## config.mk

```make
export PLATFORM = sky130hd
export DESIGN_NAME = dual_issue_stage
export DESIGN_NICKNAME = d
export VERILOG_FILES = /design/src/rtl/dis_pkg.sv /design/src/rtl/dis_scoreboard.sv /design/src/rtl/dis_pair_ctrl.sv /design/src/rtl/dis_issue_dp.sv /design/src/rtl/dual_issue_stage.sv
export SDC_FILE = /design/constraint.sdc
export NUM_CORES = 1
export LEC_CHECK = 0
export BUFFER_PORTS_ARGS = -buffer_cell sky130_fd_sc_hd__buf_2
export CAP_MARGIN = 20
export CORE_ASPECT_RATIO = 1.25
export CORE_MARGIN = 1
export CORE_UTILIZATION = 51
export CTS_CLUSTER_DIAMETER = 40
export CTS_CLUSTER_SIZE = 8
export DETAILED_ROUTE_END_ITERATION = 8
export HOLD_SLACK_MARGIN = 0.12
export PLACE_DENSITY = 0.78
export SLEW_MARGIN = 20
export SYNTH_ARGS = -nofsm -noshare
export SYNTH_HDL_FRONTEND = slang
export SYNTH_SLANG_ARGS = --single-unit
```

## constraint.sdc

```tcl
create_clock -name clk -period 5.15 [get_ports clk]
set_clock_uncertainty 0.1 [all_clocks]
set_input_delay 0.515 -clock clk [delete_from_list [all_inputs] [get_ports clk]]
set_output_delay 0.515 -clock clk [all_outputs]
set_load 0.05 [all_outputs]
```

## src/rtl/dis_pkg.sv

```systemverilog
package dis_pkg;

  typedef enum logic [1:0] {
    CLS_ALU   = 2'd0,
    CLS_MUL   = 2'd1,
    CLS_LOAD  = 2'd2,
    CLS_STORE = 2'd3
  } opClass_e;

  // strobes from pairing control to the datapath side
  typedef struct packed {
    logic fire0;
    logic fire1;
    logic memValid;
    logic memSlot;
    logic flush;
  } issueStrobe_t;

  function automatic logic isMem(logic [1:0] c);
    return c[1];
  endfunction

  // cycles after issue before a consumer can take the value by forwarding
  function automatic int latOf(logic [1:0] c, int la, int lm, int ll);
    case (c)
      2'd1:    return lm;
      2'd2:    return ll;
      default: return la;
    endcase
  endfunction

  // how many cycles later than issue source B is consumed
  function automatic int slackOfB(logic [1:0] c, int s);
    return (c == 2'd3) ? s : 0;
  endfunction

endpackage

```

## src/rtl/dis_scoreboard.sv

```systemverilog
module dis_scoreboard
  import dis_pkg::*;
#(
  parameter int NREG = 16,
  parameter int REG_AW = 4,
  parameter int LAT_ALU = 1,
  parameter int LAT_MUL = 3,
  parameter int LAT_LOAD = 2,
  parameter int STORE_DATA_SLACK = 1
) (
  input  logic                   clk,
  input  logic                   rstN,
  input  issueStrobe_t           strb,
  input  logic [1:0][1:0]        cls,
  input  logic [1:0][REG_AW-1:0] dst,
  input  logic [1:0]             wr,
  input  logic [1:0][REG_AW-1:0] srcA,
  input  logic [1:0][REG_AW-1:0] srcB,
  output logic [1:0]             okA,
  output logic [1:0]             okB,
  output logic [1:0]             okDst
);

  localparam int MAXLAT0 = (LAT_ALU > LAT_MUL) ? LAT_ALU : LAT_MUL;
  localparam int MAXLAT  = (MAXLAT0 > LAT_LOAD) ? MAXLAT0 : LAT_LOAD;
  localparam int CNT_W   = $clog2(MAXLAT + 1);

  logic [CNT_W-1:0] cnt [NREG];
  logic [1:0][CNT_W-1:0] loadVal;

  for (genvar k = 0; k < 2; k++) begin : g_slotLat
    assign loadVal[k] = CNT_W'(latOf(cls[k], LAT_ALU, LAT_MUL, LAT_LOAD) - 1);
  end

  for (genvar r = 0; r < NREG; r++) begin : g_entry
    logic hit0, hit1;
    assign hit0 = strb.fire0 && wr[0] && (dst[0] == REG_AW'(r));
    assign hit1 = strb.fire1 && wr[1] && (dst[1] == REG_AW'(r));
    always_ff @(posedge clk) begin
      if (!rstN || strb.flush) begin
        cnt[r] <= '0;
      end else if (hit1) begin
        cnt[r] <= loadVal[1];
      end else if (hit0) begin
        cnt[r] <= loadVal[0];
      end else if (cnt[r] != '0) begin
        cnt[r] <= cnt[r] - 1'b1;
      end
    end
  end

  for (genvar k = 0; k < 2; k++) begin : g_read
    assign okA[k]   = (cnt[srcA[k]] == '0);
    assign okB[k]   = int'(cnt[srcB[k]]) <= slackOfB(cls[k], STORE_DATA_SLACK);
    assign okDst[k] = int'(cnt[dst[k]]) < latOf(cls[k], LAT_ALU, LAT_MUL, LAT_LOAD);
  end

endmodule

```

## src/rtl/dis_pair_ctrl.sv

```systemverilog
module dis_pair_ctrl
  import dis_pkg::*;
#(
  parameter int REG_AW = 4,
  parameter int LAT_ALU = 1,
  parameter int LAT_MUL = 3,
  parameter int LAT_LOAD = 2,
  parameter int STORE_DATA_SLACK = 1
) (
  input  logic                   flush,
  input  logic [1:0]             inValid,
  input  logic [1:0][1:0]        cls,
  input  logic [1:0][REG_AW-1:0] dst,
  input  logic [1:0]             wr,
  input  logic [1:0][REG_AW-1:0] srcA,
  input  logic [1:0]             useA,
  input  logic [1:0][REG_AW-1:0] srcB,
  input  logic [1:0]             useB,
  input  logic [1:0]             okA,
  input  logic [1:0]             okB,
  input  logic [1:0]             okDst,
  output issueStrobe_t           strb,
  output logic [1:0]             inReady
);

  logic [1:0] selfOk;
  logic       rawA, rawB, waw, memPair, pairOk;
  logic       can0, can1;

  for (genvar k = 0; k < 2; k++) begin : g_self
    assign selfOk[k] = inValid[k]
                     && (!useA[k] || okA[k])
                     && (!useB[k] || okB[k])
                     && (!wr[k] || okDst[k]);
  end

  always_comb begin
    rawA    = wr[0] && useA[1] && (srcA[1] == dst[0]);
    rawB    = wr[0] && useB[1] && (srcB[1] == dst[0])
              && (latOf(cls[0], LAT_ALU, LAT_MUL, LAT_LOAD)
                  > slackOfB(cls[1], STORE_DATA_SLACK));
    waw     = wr[0] && wr[1] && (dst[0] == dst[1]);
    memPair = isMem(cls[0]) && isMem(cls[1]);
    pairOk  = !rawA && !rawB && !waw && !memPair;
  end

  assign can0 = !flush && selfOk[0];
  assign can1 = can0 && selfOk[1] && pairOk;

  always_comb begin
    strb.fire0    = can0;
    strb.fire1    = can1;
    strb.flush    = flush;
    strb.memValid = (can0 && isMem(cls[0])) || (can1 && isMem(cls[1]));
    strb.memSlot  = !(can0 && isMem(cls[0]));
  end

  assign inReady = {can1, can0};

endmodule

```

## src/rtl/dis_issue_dp.sv

```systemverilog
module dis_issue_dp
  import dis_pkg::*;
#(
  parameter int XLEN = 32,
  parameter int REG_AW = 4,
  parameter int OPC_W = 8
) (
  input  logic                   clk,
  input  logic                   rstN,
  input  issueStrobe_t           strb,
  input  logic [1:0][OPC_W-1:0]  opc,
  input  logic [1:0][REG_AW-1:0] dst,
  input  logic [1:0]             wr,
  input  logic [1:0][REG_AW-1:0] srcA,
  input  logic [1:0][REG_AW-1:0] srcB,
  output logic [3:0][REG_AW-1:0] rfRdAddr,
  input  logic [3:0][XLEN-1:0]   rfRdData,
  output logic [1:0]             issValid,
  output logic [1:0][OPC_W-1:0]  issOpc,
  output logic [1:0][REG_AW-1:0] issDst,
  output logic [1:0]             issWr,
  output logic [1:0][XLEN-1:0]   issOpA,
  output logic [1:0][XLEN-1:0]   issOpB,
  output logic                   issMemValid,
  output logic                   issMemSlot
);

  logic [1:0] fire;
  assign fire = {strb.fire1, strb.fire0};

  for (genvar k = 0; k < 2; k++) begin : g_slot
    assign rfRdAddr[2*k]   = srcA[k];
    assign rfRdAddr[2*k+1] = srcB[k];

    always_ff @(posedge clk) begin
      if (!rstN) begin
        issValid[k] <= 1'b0;
        issOpc[k]   <= '0;
        issDst[k]   <= '0;
        issWr[k]    <= 1'b0;
        issOpA[k]   <= '0;
        issOpB[k]   <= '0;
      end else begin
        issValid[k] <= fire[k];
        if (fire[k]) begin
          issOpc[k] <= opc[k];
          issDst[k] <= dst[k];
          issWr[k]  <= wr[k];
          issOpA[k] <= rfRdData[2*k];
          issOpB[k] <= rfRdData[2*k+1];
        end
      end
    end
  end

  always_ff @(posedge clk) begin
    if (!rstN) begin
      issMemValid <= 1'b0;
      issMemSlot  <= 1'b0;
    end else begin
      issMemValid <= strb.memValid;
      issMemSlot  <= strb.memValid ? strb.memSlot : 1'b0;
    end
  end

endmodule

```

## src/rtl/dual_issue_stage.sv

```systemverilog
module dual_issue_stage
  import dis_pkg::*;
#(
  parameter int XLEN = 32,
  parameter int NREG = 16,
  parameter int OPC_W = 8,
  parameter int LAT_ALU = 1,
  parameter int LAT_MUL = 3,
  parameter int LAT_LOAD = 2,
  parameter int STORE_DATA_SLACK = 1,
  localparam int REG_AW = $clog2(NREG)
) (
  input  logic                   clk,
  input  logic                   rstN,
  input  logic                   flush,
  input  logic [1:0]             inValid,
  output logic [1:0]             inReady,
  input  logic [1:0][OPC_W-1:0]  inOpc,
  input  logic [1:0][1:0]        inCls,
  input  logic [1:0][REG_AW-1:0] inDst,
  input  logic [1:0]             inWr,
  input  logic [1:0][REG_AW-1:0] inSrcA,
  input  logic [1:0]             inUseA,
  input  logic [1:0][REG_AW-1:0] inSrcB,
  input  logic [1:0]             inUseB,
  output logic [3:0][REG_AW-1:0] rfRdAddr,
  input  logic [3:0][XLEN-1:0]   rfRdData,
  output logic [1:0]             issValid,
  output logic [1:0][OPC_W-1:0]  issOpc,
  output logic [1:0][REG_AW-1:0] issDst,
  output logic [1:0]             issWr,
  output logic [1:0][XLEN-1:0]   issOpA,
  output logic [1:0][XLEN-1:0]   issOpB,
  output logic                   issMemValid,
  output logic                   issMemSlot
);

  issueStrobe_t strb;
  logic [1:0] okA, okB, okDst;

  dis_scoreboard #(
    .NREG(NREG), .REG_AW(REG_AW), .LAT_ALU(LAT_ALU), .LAT_MUL(LAT_MUL),
    .LAT_LOAD(LAT_LOAD), .STORE_DATA_SLACK(STORE_DATA_SLACK)
  ) u_sb (
    .clk(clk), .rstN(rstN), .strb(strb), .cls(inCls), .dst(inDst), .wr(inWr),
    .srcA(inSrcA), .srcB(inSrcB), .okA(okA), .okB(okB), .okDst(okDst)
  );

  dis_pair_ctrl #(
    .REG_AW(REG_AW), .LAT_ALU(LAT_ALU), .LAT_MUL(LAT_MUL),
    .LAT_LOAD(LAT_LOAD), .STORE_DATA_SLACK(STORE_DATA_SLACK)
  ) u_ctrl (
    .flush(flush), .inValid(inValid), .cls(inCls), .dst(inDst), .wr(inWr),
    .srcA(inSrcA), .useA(inUseA), .srcB(inSrcB), .useB(inUseB),
    .okA(okA), .okB(okB), .okDst(okDst), .strb(strb), .inReady(inReady)
  );

  dis_issue_dp #(
    .XLEN(XLEN), .REG_AW(REG_AW), .OPC_W(OPC_W)
  ) u_dp (
    .clk(clk), .rstN(rstN), .strb(strb), .opc(inOpc), .dst(inDst), .wr(inWr),
    .srcA(inSrcA), .srcB(inSrcB), .rfRdAddr(rfRdAddr), .rfRdData(rfRdData),
    .issValid(issValid), .issOpc(issOpc), .issDst(issDst), .issWr(issWr),
    .issOpA(issOpA), .issOpB(issOpB), .issMemValid(issMemValid),
    .issMemSlot(issMemSlot)
  );

endmodule

```

# Word-level counts from Yosys, hierarchy flattened
# Memories as Yosys holds them, arrays and structs flattened.
# Index checks and enable logic that the tools add are counted.
# op_classes
add_sub_neg	18
mul	0
div_mod_pow	0
order_cmp	5
n_eq_ne	39
n_shift	0
mux	246
bitwise_logic	48
n_reduce_logical	98
# ops
cell	n
$mux W1	196
$mux W2	48
$eq A4 B4 Y1 const B	16
$le A3 B32 Y1	2
$logic_and A1 B1 Y1	56
$or A1 B1 Y1	48
$sub A2 B1 Y2 const B	17
$eq A4 B3 Y1 const B	8
$gt A3 B32 Y1	1
$lt A3 B32 Y1	1
$reduce_bool A2 Y1	16
$eq A4 B2 Y1 const B	4
$logic_not A1 Y1	13
$eq A4 B4 Y1	3
$eq A2 B2 Y1 const B	4
$eq A4 B1 Y1 const B	2
$logic_not A4 Y1	2
$logic_or A1 B1 Y1	8
$pmux W2 S2	2
$eq A2 B1 Y1 const B	2
$logic_not A2 Y1	2
$lt A2 B2 Y1	1
$reduce_and A2 Y1	1
$sub A2 B2 Y2 const B	1
# word_totals
regBits	158
latch_bits	0
ramBits	32
mem_bits_ro	0
output_inout_bits	176
n_memories	1
# mem_list
name	words	width	rd	rd_clocked_by_memory_dff	write_ports	line_no	source
u_sb.cnt	16	2	22	0	16	dis_scoreboard.sv:28	logic [CNT_W-1:0] cnt [NREG];

# Depth between registers and ports, before layout
# Gate-level depths: netlist of run 1.
# depth
word_depth	17
ltp_mapped	17
depth_no_buf	12

# Modules after synthesis
# A second synthesis of run 1 with hierarchy kept.
# hier_totals
hier_cells	999
hier_area_um2	10531.4
# modules_own_cells
mod	n_inst	cells_per_inst	area_per_inst_um2
dis_issue_dp	1	521	6060.8
dis_scoreboard	1	433	4122.7
dis_pair_ctrl	1	45	347.8

# Worst setup path before layout of run 1
# OpenSTA, ideal clock, no wires.
# synth_timing
kind	in2out
start	input inDst[0] in the netlist's numbering
end	output inReady[0]
arrival_ns	4.154
required_ns	4.535
setup_slack_ns	0.381
stages	14
n_path_buf	6
cell_sequence	clkbuf_1 > clkbuf_1 > clkbuf_1 > mux4_2 > mux4_2 > ha_1 > a311oi_1 > a31oi_1 > a211oi_1 > nand2_1 > inv_1 > buf_2 > buf_1 > buf_4
# synth_rtl
element	line_no	source
start: declaration	dual_issue_stage.sv:20	input logic [1:0][REG_AW-1:0] inDst,
end: declaration	dual_issue_stage.sv:17	output logic [1:0] inReady,

==> results of run 1 <==
[worst register-to-register path: stages (launching register included)]
cell and delay, ns:
edfxtp_1 0.55, mux4_2 0.53, mux4_2 0.48, ha_1 0.31, o21ai_0 0.07, o41ai_1 0.32, a211oi_1 0.11, buf_4 0.19
nand2_4 0.07, buf_4 0.48, buf_4 0.50, nor3_1 0.13, nor3b_1 0.30, a22oi_1 0.15
[layout by cell type, fill, tap and decap left out, types with 14 or more instances in the layout]
cell and count:
edfxtp_1 32, nand2_1 336, clkbuf_16 17, buf_2 357, nand3_1 37, dfxtp_1 158
nor3_1 32, buf_4 32, a21boi_1 40, o221ai_1 14, o21ai_0 17, ha_1 27
nor2_1 36, o211ai_1 16, a21boi_0 114, a31oi_1 14, inv_1 52, mux4_2 34
[report_power, final]
| part | switching (mW) | internal, mW |
|---|---|---|
| clock | 0.655 | 0.698 |
| sequential | 0.102 | 1.60 |
| combinational | 0.619 | 0.342 |
[metal layers]
| metal | vias up | wire (um) |
|---|---|---|
| li1 | 4974 | - |
| met3 | 148 | 3850 |
| met1 | 5082 | 14100 |
| met2 | 707 | 19000 |
| met5 | - | 0 |
| met4 | 0 | 2240 |
[path summary, 6_finish.rpt]
path / endpoint / start / slack (ns) / cells past startpoint
worst max-delay path: inReady[0] / u_sb.cnt[15][1] / 0.58 / 11
worst min-delay path: u_dp.issOpB[47] / rfRdData[111] / 0.20 / 3
worst max register to register: u_sb.cnt[9][1] / u_sb.cnt[15][1] / 0.61 / 13
worst min register to register: u_dp.issOpB[57] / u_dp.issOpB[57] / 0.35 / 2
[state kept, by name (all words and copies together) (netlist names)]
| name | count |
|---|---|
| u_dp.issOpA | 64 |
| u_dp.issOpB | 64 |
| u_sb.cnt | 32 |
| u_dp.issOpc | 16 |
| u_dp.issDst | 8 |
| u_dp.issValid | 2 |
| u_dp.issWr | 2 |
| u_dp.issMemSlot | 1 |
| u_dp.issMemValid | 1 |
[cells in the mapped netlist (all sizes together), types with 8 or more instances]
| cell type | instances |
|---|---|
| nand2 | 338 |
| buf | 61 |
| nor2b | 9 |
| a21boi | 154 |
| nand4 | 11 |
| nor2 | 36 |
| ha | 27 |
| o221ai | 14 |
| mux4 | 34 |
| xnor2 | 11 |
| dfxtp | 158 |
| o21ai | 17 |
| o2111ai | 9 |
| nand3 | 40 |
| nor3b | 8 |
| clkbuf | 50 |
| a31oi | 14 |
| o211ai | 16 |
| nand2b | 10 |
| a41oi | 8 |
| inv | 54 |
| edfxtp | 32 |
| nor3 | 34 |
[final cells by class]
type,count,area [um^2]
fill,1799,7230
multi-input combinational,885,5850
sequential,190,4120
timing repair buffer,389,2030
clock buffer,18,429
tap,270,338
inverter,54,204
clock inverter,14,166
antenna,7,17.5
[stage by stage]
stage          worst slack [ns]  power (mW)  hold slack, ns
2_1_floorplan             0.381        2.35           0.532
3_3_place_gp              0.448        2.66           0.337
3_5_place_dp              0.404        2.67           0.342
4_1_cts                   0.620        4.01           0.196
5_1_grt                   0.350        4.16           0.197
6_report                  0.579        4.01           0.204
[logic make-up after synthesis]
family	after synthesis	synth area share
flops	190	0.385
compound gates	288	0.208
simple gates	512	0.212
buf+inv	165	0.0709
xor+xnor	12	0.00981
mux	46	0.0832
fa+ha+maj	27	0.0315
==> reports/qor.txt, run 1 <==
post-route cell area - 13200 um^2
syn nets - 1450
crit-path max FO - 17
Worst EP required - 4.53 ns
CTS max path bufs - 2
Synth area leaders - dfxtp_1 30%, nand2_1 12%, edfxtp_1 9.0%, a21boi_0 8.0%, mux4_2 7.1%
# IOs - 359
Hold Path Class - input pin to register
Die Area - 21600 um^2
count of input and output buffers - 358
setup bufs post-CTS - 0
root buf cell - clkbuf_16
Cell Area, Synth - 10700 um^2
final wirelength - 39100 um
Yosys cell types - 72
synthesized area per cell - 8.64 um^2
Synth Warn # - 0
total iterations of the first detailed-routing run - 5
number of flops mapped to enable cells by yosys - 32
Final Core Density - 0.645
Worst path max stage delay - 0.55 ns
Wirelength per Cell - 21.4 um
Setup CP Type - register to output port
DRT iter0 DRCs - 887
DR vias/cell - 5.97
share of async-settable or async-resettable flops after synthesis - 0
Post-CTS Hold Fix Bufs - 0
vias in the first global route - 10384
Clk Latency, worst-skew pair - 0.43 ns
Row Count - 58
Seq/Total Area, Yosys - 0.385
Core ar. - 20400 um^2
clock buffer count from CTS - 17
H-tree Lvls - 4
via count - 10911
Yosys top cell area share - 0.295
drt drc - 0
CP Cell Sequence - mux4_2 -> mux4_2 -> ha_1 -> a311oi_1 -> a31oi_1 -> a211oi_1 -> buf_4 -> nand2_4 -> clkinv_2 -> buf_4 -> buf_2
gr ovfl total - 0
area grow syn2layout - 22.8%
Crit path arrival time - 3.96 ns
slew margin rel. - 0.339
Synth area leader - dfxtp_1
first-pass GRT wire length - 58700 um
ys flop type - dfxtp_1
Chip Height - 164 um
Final Hold Viols - 0
Antenna Nets Post-Route - 0
Startpoint Class - register
worst vdd ir - 0.000209 V
outcome - complete, no violations
# placed instances - 1788
placer congestion estimate - 1.05
CP max stage cell - edfxtp_1
leakage - 5.48 nW
met1 Use GR - 0.413
worst-margin pin slew - 0.986 ns
Die X - 132 um
Crit. End Element - output port
post-CTS resize count - 0
count of final setup violators - 0
clock transition at the registers of the reported paths - 0.08 ns
initial antenna violation count - 3
Final Cycle Share - 0.888
met2 usage in global routing - 0.598
pin count of the biggest net entering global routing - 119
hpwl dp - 28800 um
met3 GRT Util - 0.0806
setup_tns - 0 ns
global routing's busiest layer - met2
RSZ-0062 raised after global routing - no
count of state elements after synthesis - 190
achievable frequency - 0.219 GHz
Crit path max-delay family - multiplexers
Nets - 1747
Cells after Synth - 1240
Initial Utilization - 0.526
global-route usage over all layers - 0.355
layout cells sized above 1 - 0.307
pwr/cell area - 305 nW/um^2
Final Max Tran Viols - 0
Max Cap Viol - 0
DP Area - 12500 um^2
CP bufs+invs - 4
CTS tree - yes
Non-Filler Instances - 1827
Sink Count - 190
fin crit period - 4.57 ns
(Power assumes the default switching activity.)
==> run 2, diff against run 1 <==
Settings changed: PLACE_DENSITY 0.78 to 0.81.
==> reports/qor.txt, run 2 (same netlist as run 1, synthesis figures left out) <==
Fin Hold WS - 0.210 ns (+0.00523 ns)
Die X - 132 um (unchanged)
RSZ-0062 raised after global routing - no
hpwl dp - 27900 um (-3.1%)
H-tree Lvls - 4 (unchanged)
# placed instances - 1781 (-0.39%)
Wirelength per Cell - 20.5 um (-4.2%)
count of final setup violators - 0 (unchanged)
Chip Height - 164 um (unchanged)
CTS max path bufs - 2 (unchanged)
Core ar. - 20400 um^2 (unchanged)
leakage - 5.43 nW (-0.91%)
fin crit period - 4.57 ns (+0.00118 ns)
# IOs - 359 (unchanged)
total iterations of the first detailed-routing run - 5 (unchanged)
Worst EP required - 4.53 ns (about the same)
post-CTS resize count - 0 (unchanged)
setup_tns - 0 ns (unchanged)
Antenna Nets Post-Route - 0 (unchanged)
CTS tree - yes
clock transition at the registers of the reported paths - 0.08 ns (about the same)
DR vias/cell - 5.96 (-0.26%)
global-route usage over all layers - 0.339 (-0.0159)
vias in the first global route - 10427 (+0.41%)
Crit. End Element - output port
crit-path max FO - 19 (+2)
Non-Filler Instances - 1820 (-0.38%)
Max Cap Viol - 0 (unchanged)
gr ovfl total - 0 (unchanged)
pwr/cell area - 304 nW/um^2 (-0.47%)
layout cells sized above 1 - 0.305 (-0.00250)
placer congestion estimate - 0.973 (-7.2%)
root buf cell - clkbuf_16
Worst R2R Setup Slack - 0.77 ns (+0.16 ns)
worst flop-to-flop path endpoint - u_sb.cnt[0][1]
Final Max Tran Viols - 0 (unchanged)
DRT iter0 DRCs - 845 (-4.7%)
Initial Utilization - 0.526 (unchanged)
hold path depth - 3 (unchanged)
Crit path arrival time - 3.96 ns (about the same)
R2R depth - 12 (-1)
Final Hold Viols - 0 (unchanged)
Worst Min Path Start - rfRdData[107]
worst-margin pin slew - 1.01 ns (+0.0283 ns)
first-pass GRT wire length - 56400 um (-3.8%)
Die Area - 21600 um^2 (unchanged)
Nets - 1740 (-0.40%)
Setup CP Type - register to output port
Row Count - 58 (unchanged)
Final Cycle Share - 0.888 (about the same)
Total Power - 3.99 mW (-0.66%)
count of input and output buffers - 358 (unchanged)
Startpoint Class - register
slew margin rel. - 0.320 (-0.0190)
hold path endpoint - u_dp.issOpB[43]
clock buffer count from CTS - 17 (unchanged)
biggest registers after layout - u_dp.issOpA: 64 flops, u_dp.issOpB: 64 flops, u_sb.cnt: 32 flops
Hold Path Class - input pin to register
most common cell after layout, fill and taps aside - buf_2
pin count of the biggest net entering global routing - 97 (-18%)
fill count - 1752 (-2.6%)
Critical R2R Launch - u_sb.cnt[10][1]
Post-CTS Hold Fix Bufs - 0 (unchanged)
drt drc - 0 (unchanged)
worst vdd ir - 0.000229 V (+9.4%)
area grow syn2layout - 22.5%
Sink Count - 190 (unchanged)
achievable frequency - 0.219 GHz (about the same)
final wirelength - 37300 um (-4.6%)
most frequent cells in the layout - 357 x buf_2, 336 x nand2_1, 158 x dfxtp_1
via count - 10841 (-0.64%)
outcome - complete, no violations
Clk Latency, worst-skew pair - 0.43 ns (about the same)
Final Core Density - 0.644 (-0.00123)
initial antenna violation count - 8 (+5)
setup bufs post-CTS - 0 (unchanged)
run 2: layer usage:
layer / GRT usage / vias to the layer above / wire length (um) / part of all wire
met1: 0.375 / 5095 / 13500 / 0.36
met4: 0.225 / 2 / 2280 / 0.061
met5: 0 / - / 11 / 0.00029
met3: 0.0907 / 150 / 3410 / 0.091
met2: 0.575 / 644 / 18100 / 0.49
li1: - / 4950 / - / -
run 2: worst max-delay path by stage:
stage / start / endpoint / slack (ns) / depth (start not counted)
after CTS: u_sb.cnt[15][1] / inReady[1] / 0.59 / 12
final: u_sb.cnt[10][1] / inReady[1] / 0.58 / 12
after global routing: u_sb.cnt[10][1] / inReady[1] / 0.39 / 12
after floorplan: inDst[0] / inReady[0] / 0.38 / 14
after detailed placement: inDst[0] / u_sb.cnt[1][1] / 0.55 / 14
after global placement: inDst[0] / u_sb.cnt[14][1] / 0.61 / 15
run 2: critical path, stage by stage, from the launching register on:
cell      delay [ns]
edfxtp_1        0.56
mux4_2          0.53
mux4_2          0.47
ha_1            0.25
a311oi_1        0.25
a31oi_1         0.12
a211oi_1        0.25
buf_4           0.21
nand2_4         0.06
clkinv_2        0.27
nand2_2         0.12
inv_2           0.14
buf_2           0.29
run 2: stage by stage:
stage	instance area, um^2	setup WS (ns)
final	13100	0.578
after global routing	13100	0.395
after CTS	13100	0.592
after detailed placement	12500	0.554
after global placement	12500	0.607
after floorplan	10700	0.381
run 2: report_power, final:
part           internal [mW]  total, mW  switching (mW)  leakage (nW)
clock                  0.661       1.33           0.669         0.288
sequential              1.60       1.70           0.104          1.64
combinational          0.339      0.954           0.615          3.50
run 2: cell type report:
| type | count | area (um^2) | area share |
|---|---|---|---|
| diodes | 7 | 17.5 | 0.00133 |
| multi-input cells | 885 | 5850 | 0.446 |
| well taps | 270 | 338 | 0.0257 |
| repair buffers | 382 | 1990 | 0.151 |
| clock inverters | 14 | 181 | 0.0138 |
| inverters | 54 | 204 | 0.0155 |
| flip-flops and latches | 190 | 4120 | 0.314 |
| clock buffers | 18 | 429 | 0.0327 |
